==> src/rtl/ee_autoload_pkg.sv <==
`timescale 1ns/1ps
package ee_autoload_pkg;
  localparam int WORD_W      = 16;
  localparam int LARGE_AW    = 8;
  localparam int SMALL_AW    = 6;
  localparam int OPC_W       = 3;
  localparam logic [OPC_W-1:0] READ_OPC = 3'b110;
  localparam int FRAME_W     = 1 + OPC_W + LARGE_AW + WORD_W;
  localparam int LARGE_WORDS = 1 << LARGE_AW;
  localparam int SMALL_WORDS = 1 << SMALL_AW;
  localparam int PHY_WORD    = 6;
  localparam int MAC_BYTES   = 6;

  typedef enum logic [2:0] {
    ST_IDLE, ST_SEL, ST_LOW, ST_HIGH, ST_TAIL, ST_GAP
  } ee_state_e;

  // strobes from control to datapath
  typedef struct packed {
    logic                clearAll;
    logic                loadFrame;
    logic                probe;
    logic [LARGE_AW-1:0] frameAddr;
    logic                shiftBit;
    logic                wordDone;
    logic                probeWord;
    logic [LARGE_AW-1:0] wordAddr;
  } ee_strobe_t;
endpackage

==> src/rtl/ee_ctrl.sv <==
`timescale 1ns/1ps
module ee_ctrl
  import ee_autoload_pkg::*;
#(
  parameter int PHASE_CLKS = 200
) (
  input  logic       clk,
  input  logic       rstN,
  input  logic       start,
  input  logic       wideAddr,
  output ee_strobe_t strobe,
  output logic       eeCs,
  output logic       eeSk,
  output logic       doneStrobe,
  output logic       loadDone
);
  localparam int PC_W  = (PHASE_CLKS > 1) ? $clog2(PHASE_CLKS) : 1;
  localparam int BIT_W = $clog2(FRAME_W);
  localparam logic [PC_W-1:0]     PHASE_TOP = PC_W'(PHASE_CLKS - 1);
  localparam logic [BIT_W-1:0]    LAST_BIT  = BIT_W'(FRAME_W - 1);
  localparam logic [LARGE_AW-1:0] TOP_WIDE  = LARGE_AW'(LARGE_WORDS - 1);
  localparam logic [LARGE_AW-1:0] TOP_SMALL = LARGE_AW'(SMALL_WORDS - 1);

  ee_state_e           state;
  logic [PC_W-1:0]     phaseCnt;
  logic [BIT_W-1:0]    bitCnt;
  logic [LARGE_AW-1:0] wordAddr;
  logic                probing;
  logic                kick;
  logic                tick, goLoad, finish;
  logic [LARGE_AW-1:0] lastAddr;

  assign tick     = (state != ST_IDLE) && (phaseCnt == '0);
  assign goLoad   = (state == ST_IDLE) && (kick || start);
  assign lastAddr = wideAddr ? TOP_WIDE : TOP_SMALL;
  assign finish   = tick && (state == ST_GAP) && !probing && (wordAddr == lastAddr);

  always_comb begin
    strobe           = '0;
    strobe.clearAll  = goLoad;
    strobe.probe     = goLoad;
    strobe.loadFrame = goLoad || (tick && (state == ST_GAP) && !finish);
    strobe.frameAddr = (goLoad || probing) ? '0 : wordAddr + 1'b1;
    strobe.shiftBit  = tick && (state == ST_HIGH);
    strobe.wordDone  = tick && (state == ST_TAIL);
    strobe.probeWord = probing;
    strobe.wordAddr  = wordAddr;
  end

  always_ff @(posedge clk or negedge rstN) begin
    if (!rstN) begin
      state      <= ST_IDLE;
      phaseCnt   <= '0;
      bitCnt     <= '0;
      wordAddr   <= '0;
      probing    <= 1'b0;
      kick       <= 1'b1;
      loadDone   <= 1'b0;
      doneStrobe <= 1'b0;
    end else begin
      doneStrobe <= finish;
      if (goLoad) begin
        state    <= ST_SEL;
        phaseCnt <= PHASE_TOP;
        bitCnt   <= '0;
        wordAddr <= '0;
        probing  <= 1'b1;
        kick     <= 1'b0;
        loadDone <= 1'b0;
      end else if (state != ST_IDLE) begin
        if (!tick) begin
          phaseCnt <= phaseCnt - 1'b1;
        end else begin
          phaseCnt <= PHASE_TOP;
          unique case (state)
            ST_SEL: begin
              state  <= ST_LOW;
              bitCnt <= '0;
            end
            ST_LOW:  state <= ST_HIGH;
            ST_HIGH: begin
              if (bitCnt == LAST_BIT) state <= ST_TAIL;
              else begin
                state  <= ST_LOW;
                bitCnt <= bitCnt + 1'b1;
              end
            end
            ST_TAIL: state <= ST_GAP;
            ST_GAP: begin
              if (finish) begin
                state    <= ST_IDLE;
                loadDone <= 1'b1;
              end else begin
                state <= ST_SEL;
                if (probing) probing <= 1'b0;
                else         wordAddr <= wordAddr + 1'b1;
              end
            end
            default: state <= ST_IDLE;
          endcase
        end
      end
    end
  end

  assign eeCs = (state == ST_SEL) || (state == ST_LOW) ||
                (state == ST_HIGH) || (state == ST_TAIL);
  assign eeSk = (state == ST_HIGH);
endmodule

==> src/rtl/ee_datapath.sv <==
`timescale 1ns/1ps
module ee_datapath
  import ee_autoload_pkg::*;
#(
  parameter logic [WORD_W-1:0] SIGNATURE   = 16'hBABA,
  parameter int                CACHE_WORDS = 16,
  localparam int               CACHE_AW    = $clog2(CACHE_WORDS)
) (
  input  logic                clk,
  input  logic                rstN,
  input  ee_strobe_t          strobe,
  input  logic                eeDo,
  output logic                eeDi,
  output logic                wideAddr,
  output logic                sumMatch,
  input  logic [CACHE_AW-1:0] cacheIdx,
  output logic [WORD_W-1:0]   cacheWord,
  output logic [8*MAC_BYTES-1:0] stationAddr,
  output logic [5:0]          phyType,
  output logic [4:0]          phyAddr
);
  logic [FRAME_W-1:0] frame, txSr, rxSr;
  logic [WORD_W-1:0]  sum;
  logic [WORD_W-1:0]  cache [CACHE_WORDS];
  logic [WORD_W-1:0]  rxWord;

  assign rxWord = rxSr[WORD_W-1:0];

  always_comb begin
    frame = '0;
    if (strobe.probe || wideAddr) begin
      frame[WORD_W +: LARGE_AW]         = strobe.frameAddr;
      frame[WORD_W + LARGE_AW +: OPC_W] = READ_OPC;
    end else begin
      frame[WORD_W +: SMALL_AW]         = strobe.frameAddr[SMALL_AW-1:0];
      frame[WORD_W + SMALL_AW +: OPC_W] = READ_OPC;
    end
  end

  always_ff @(posedge clk or negedge rstN) begin
    if (!rstN) begin
      txSr     <= '0;
      rxSr     <= '0;
      sum      <= '0;
      wideAddr <= 1'b0;
    end else begin
      if (strobe.loadFrame)     txSr <= frame;
      else if (strobe.shiftBit) txSr <= {txSr[FRAME_W-2:0], 1'b0};
      if (strobe.shiftBit)      rxSr <= {rxSr[FRAME_W-2:0], eeDo};
      if (strobe.clearAll) begin
        sum      <= '0;
        wideAddr <= 1'b0;
      end else if (strobe.wordDone) begin
        if (strobe.probeWord)
          wideAddr <= (&rxSr[FRAME_W-1:WORD_W+1]) && !rxSr[WORD_W];
        else
          sum <= sum + rxWord;
      end
    end
  end

  for (genvar g = 0; g < CACHE_WORDS; g++) begin : g_cache
    always_ff @(posedge clk or negedge rstN) begin
      if (!rstN)                cache[g] <= '0;
      else if (strobe.clearAll) cache[g] <= '0;
      else if (strobe.wordDone && !strobe.probeWord &&
               strobe.wordAddr == LARGE_AW'(g))
        cache[g] <= rxWord;
    end
  end

  for (genvar b = 0; b < MAC_BYTES; b++) begin : g_mac
    assign stationAddr[8*b +: 8] = cache[b/2][8*(b%2) +: 8];
  end

  assign eeDi      = txSr[FRAME_W-1];
  assign sumMatch  = (sum == SIGNATURE);
  assign cacheWord = cache[cacheIdx];
  assign phyType   = cache[PHY_WORD][13:8];
  assign phyAddr   = cache[PHY_WORD][4:0];
endmodule

==> src/rtl/eeprom_autoload.sv <==
`timescale 1ns/1ps
module eeprom_autoload
  import ee_autoload_pkg::*;
#(
  parameter int                CLKS_PER_US = 100,
  parameter int                PHASE_US    = 2,
  parameter logic [15:0]       SIGNATURE   = 16'hBABA,
  parameter int                CACHE_WORDS = 16,
  localparam int               PHASE_CLKS  = CLKS_PER_US * PHASE_US,
  localparam int               CACHE_AW    = $clog2(CACHE_WORDS)
) (
  input  logic                clk,
  input  logic                rstN,
  input  logic                start,
  output logic                eeCs,
  output logic                eeSk,
  output logic                eeDi,
  input  logic                eeDo,
  output logic                doneStrobe,
  output logic                loadDone,
  output logic                sumOk,
  output logic                wideAddr,
  output logic [47:0]         stationAddr,
  output logic [5:0]          phyType,
  output logic [4:0]          phyAddr,
  input  logic [CACHE_AW-1:0] cacheIdx,
  output logic [15:0]         cacheWord
);
  ee_strobe_t strobe;
  logic       sumMatch;

  ee_ctrl #(.PHASE_CLKS(PHASE_CLKS)) u_ctrl (
    .clk(clk), .rstN(rstN), .start(start), .wideAddr(wideAddr),
    .strobe(strobe), .eeCs(eeCs), .eeSk(eeSk),
    .doneStrobe(doneStrobe), .loadDone(loadDone)
  );

  ee_datapath #(.SIGNATURE(SIGNATURE), .CACHE_WORDS(CACHE_WORDS)) u_dp (
    .clk(clk), .rstN(rstN), .strobe(strobe), .eeDo(eeDo), .eeDi(eeDi),
    .wideAddr(wideAddr), .sumMatch(sumMatch), .cacheIdx(cacheIdx),
    .cacheWord(cacheWord), .stationAddr(stationAddr),
    .phyType(phyType), .phyAddr(phyAddr)
  );

  assign sumOk = loadDone && sumMatch;
endmodule

==> config.mk <==
export PLATFORM = sky130hd
export DESIGN_NAME = eeprom_autoload
export DESIGN_NICKNAME = d
export VERILOG_FILES = /design/src/rtl/ee_autoload_pkg.sv /design/src/rtl/ee_ctrl.sv /design/src/rtl/ee_datapath.sv /design/src/rtl/eeprom_autoload.sv
export SDC_FILE = /design/constraint.sdc
export NUM_CORES = 1
export LEC_CHECK = 0
export BUFFER_PORTS_ARGS = -buffer_cell sky130_fd_sc_hd__buf_2
export CORE_MARGIN = 3
export CORE_UTILIZATION = 35
export CTS_CLUSTER_DIAMETER = 120
export DETAILED_ROUTE_END_ITERATION = 10
export PLACE_DENSITY_LB_ADDON = 0.3
export SLEW_MARGIN = 20
export SYNTH_ARGS = -nofsm -noshare
export SYNTH_HDL_FRONTEND = slang
export SYNTH_SLANG_ARGS = --single-unit
==> constraint.sdc <==
create_clock -name clk -period 3.1 [get_ports clk]
set_input_delay 0.31 -clock clk [delete_from_list [all_inputs] [get_ports clk]]
set_output_delay 0.31 -clock clk [all_outputs]
set_load 0.005 [all_outputs]
==> impl_metrics.env <==
export IMPL_rr_endpoint="u_dp.sum[13]$_DFFE_PN0P_"
export IMPL_crit_arrival_ns=3.17
export IMPL_cts_inserted_buffers=39
export IMPL_regToRegStartpoint="u_dp.rxSr[2]$_DFFE_PN0P_"
export IMPL_setup_tns_ns=0
export IMPL_dp_slack_ns=0.388
export IMPL_grt_ovfl_total=0
export IMPL_hp_start="start"
export IMPL_syn_area_sq_um=17500
export IMPL_vias=12000
export IMPL_synth_edf_count=0
export IMPL_clockBufferDepth=3
export IMPL_hold_viol_final=0
export IMPL_ys_ff_latch=341
export IMPL_areaGrowthSynthToFinish_pct=11.4
export IMPL_max_clock_freq_mhz=363
export IMPL_core_rowCount=81
export IMPL_core_sq_um=49200
export IMPL_clock_latency_ns=0.55
export IMPL_final_area_sq_um=19500
export IMPL_ant_nets=0
export IMPL_relSlewSlack_pct=43.3
export IMPL_fin_crit_ns=2.75
export IMPL_htree_levels=2
export IMPL_rsz0062_at_grt="false"
export IMPL_crit_top_cell="o211ai_1"
export IMPL_drive_above_1_share_pct=27.1
export IMPL_die_height_um=230
export IMPL_syn_avg_cell_area_sq_um=11.4
export IMPL_final_cell_mix="340 x dfrtp_1, 254 x nor2_1, 136 x mux2i_1, 110 x nand2_1, 96 x a31o_2"
export IMPL_powerDensity_nw_per_um2=758
export IMPL_pin_count=90
export IMPL_synthFlopType="dfrtp_1"
export IMPL_yosysWarnings=0
export IMPL_n_antenna_cell=0
export IMPL_async_flop_share_pct=100
export IMPL_dr_pass1_iters=5
export IMPL_wirelength_um=48200
export IMPL_cts_hold_buf=2
export IMPL_final_instance_count_excl_fill=2212
export IMPL_whs_path_depth=3
export IMPL_start_kind="flip-flop"
export IMPL_drt_iter0_drc=1034
export IMPL_ff2ff_path_depth=6
export IMPL_start_util_pct=35.6
export IMPL_critPathRequiredTime_ns=3.52
export IMPL_yosysTopAreaCellShare_pct=48.6
export IMPL_fin_skew_ns=0.0169
export IMPL_cts_sinks=341
export IMPL_die_area_sq_um=52700
export IMPL_maxCapViolations=0
export IMPL_placed_area_sq_um=18200
export IMPL_yosys_area_top_type="dfrtp_1"
export IMPL_post_route_util_pct=39.6
export IMPL_endpoint_kind="flip-flop"
export IMPL_die_w_um=230
export IMPL_crit_type="reg2reg"
export IMPL_drc=0
export IMPL_cts_resized=0
export IMPL_yosys_top_cells_area="dfrtp_1 49%, mux4_2 10%, mux2i_1 7.8%"
export IMPL_status="finished clean"
export IMPL_peakVddDrop_mv=0.515
export IMPL_crit_buf_inv=0
export IMPL_crit_chain="ha_1 -> o211ai_1 -> o211ai_1 -> a2111o_1 -> and3_1 -> or3_1"
export IMPL_numPlacedInstances=2140
export IMPL_grt_max_degree=118
export IMPL_setup_viol=0
export IMPL_ys_types=71
export IMPL_grt_pass1_wl_um=74900
export IMPL_synthCells=1530
export IMPL_hold_end="u_ctrl.loadDone$_DFFE_PN0P_"
export IMPL_period_share_pct=88.8
export IMPL_drv_slew=0
export IMPL_gp_congestion=0.828
export IMPL_post_drt_wl_per_cell_um=21.8
export IMPL_post_cts_buffers=0
export IMPL_cpMaxStageDelayCell="dfrtp_1"
export IMPL_vias_per_cell=5.45
export IMPL_regToRegSetupSlack_ns=0.35
export IMPL_startpoint="u_dp.rxSr[2]$_DFFE_PN0P_"
export IMPL_hpwl_um=30500
export IMPL_grt_use_total_pct=18.2
export IMPL_crit_path_max_fanout=14
export IMPL_hold_class="in2reg"
export IMPL_cts_tree="yes"
export IMPL_power_leakage_nw=9.70
export IMPL_fill_cells=4655
export IMPL_synth_nets=1561
export IMPL_finalNetCount=1550
export IMPL_grt_pass1_vias=12100
export IMPL_layout_setup_ws_ns=0.346
export IMPL_cts_root_buf="clkbuf_16"
export IMPL_critical_path_top_delay_family="compound AO/OA/AOI/OAI gates"
export IMPL_worst_path_largest_cell_delay_ns=0.73
export IMPL_ys_seq_area_share_pct=48.8
export IMPL_worst_slew_pin_slew_ns=0.850
export IMPL_numPortBuffers=89
export IMPL_final_common_cell="dfrtp_1"
export IMPL_antenna_found_initial=1
export IMPL_cts_clk_slew_worst_paths_ns=0.06
## worst max path at each step
stage	slack, ns	cells past startpoint	endpoint
5_1_grt	0.14	8	u_dp.cache[30]$_DFFE_PN0P_
3_5_place_dp	0.39	8	u_dp.cache[25]$_DFFE_PN0P_
4_1_cts	0.37	8	u_dp.cache[25]$_DFFE_PN0P_
2_1_floorplan	0.79	4	cacheWord[0]
6_report	0.35	6	u_dp.sum[13]$_DFFE_PN0P_
3_3_place_gp	0.42	6	u_dp.sum[13]$_DFFE_PN0P_
## power breakdown
part           internal (mW)  switching, mW
registers               5.80           1.02
logic                   1.76           1.70
clock network           2.57           1.93
## flip-flops by register name, indices dropped and copies added (netlist names), 3 cells and up
register and flops:
u_dp.phyAddr 5, u_dp.sum 16, u_ctrl.state 3, u_dp.txSr 12, u_dp.stationAddr 48, u_dp.rxSr 28
u_dp.phyType 6, u_ctrl.wordAddr 8, u_ctrl.bitCnt 5, u_ctrl.phaseCnt 8, u_dp.cache 197
## routing by layer
layer | up-vias | wire, um | track usage [%]
met5 | - | 0 | 0
met4 | 0 | 1020 | 4.88
met3 | 66 | 2790 | 3.33
met2 | 324 | 22000 | 28.0
met1 | 6230 | 22400 | 26.6
li1 | 5427 | - | -
## worst reg2reg max path, stage by stage (launching register included)
cell and delay, ns:
dfrtp_1 0.73, ha_1 0.41, o211ai_1 0.24, o211ai_1 0.20, a2111o_1 0.51, and3_1 0.16, or3_1 0.37
## stage by stage
step / power (mW) / hold slack, ns
after floorplan: 9.26 / 0.0144
after global placement: 10.2 / 0.307
after detailed placement: 10.3 / 0.315
after CTS: 14.9 / 0.170
after global routing: 15.6 / 0.194
final: 14.8 / 0.190
## logic make-up after synthesis
group	Yosys count	share of synthesized area, %
AND/OR/NAND/NOR	476	12.8
flip-flops	341	48.8
XOR/XNOR	27	1.35
multiplexers	243	19.8
buffers and inverters	189	5.86
AO/OA/AOI/OAI	230	9.66
adder cells (fa/ha/maj)	24	1.75
## cell type report
class,instances,area [sq um],share of cell area [%]
Clock buffer,56,1130,5.80
Clock inverter,14,113,0.578
Inverter,5,18.8,0.0964
Multi-Input combinational cell,1000,7950,40.8
Sequential cell,341,8530,43.8
Tap cell,664,831,4.27
Timing Repair Buffer,132,898,4.61
## cell usage after synthesis (13+ instances only)
master and instances:
a21oi_1 52, a31o_2 96, buf_2 18, buf_4 69, clkbuf_1 85, dfrtp_1 340, ha_1 22, mux2_2 27
mux2i_1 136, mux4_2 80, nand2_1 110, nand3_1 29, nor2_1 254, o21ai_0 28, xnor2_1 13, xor2_1 14
No activity file was read; power rests on OpenSTA's default activity.
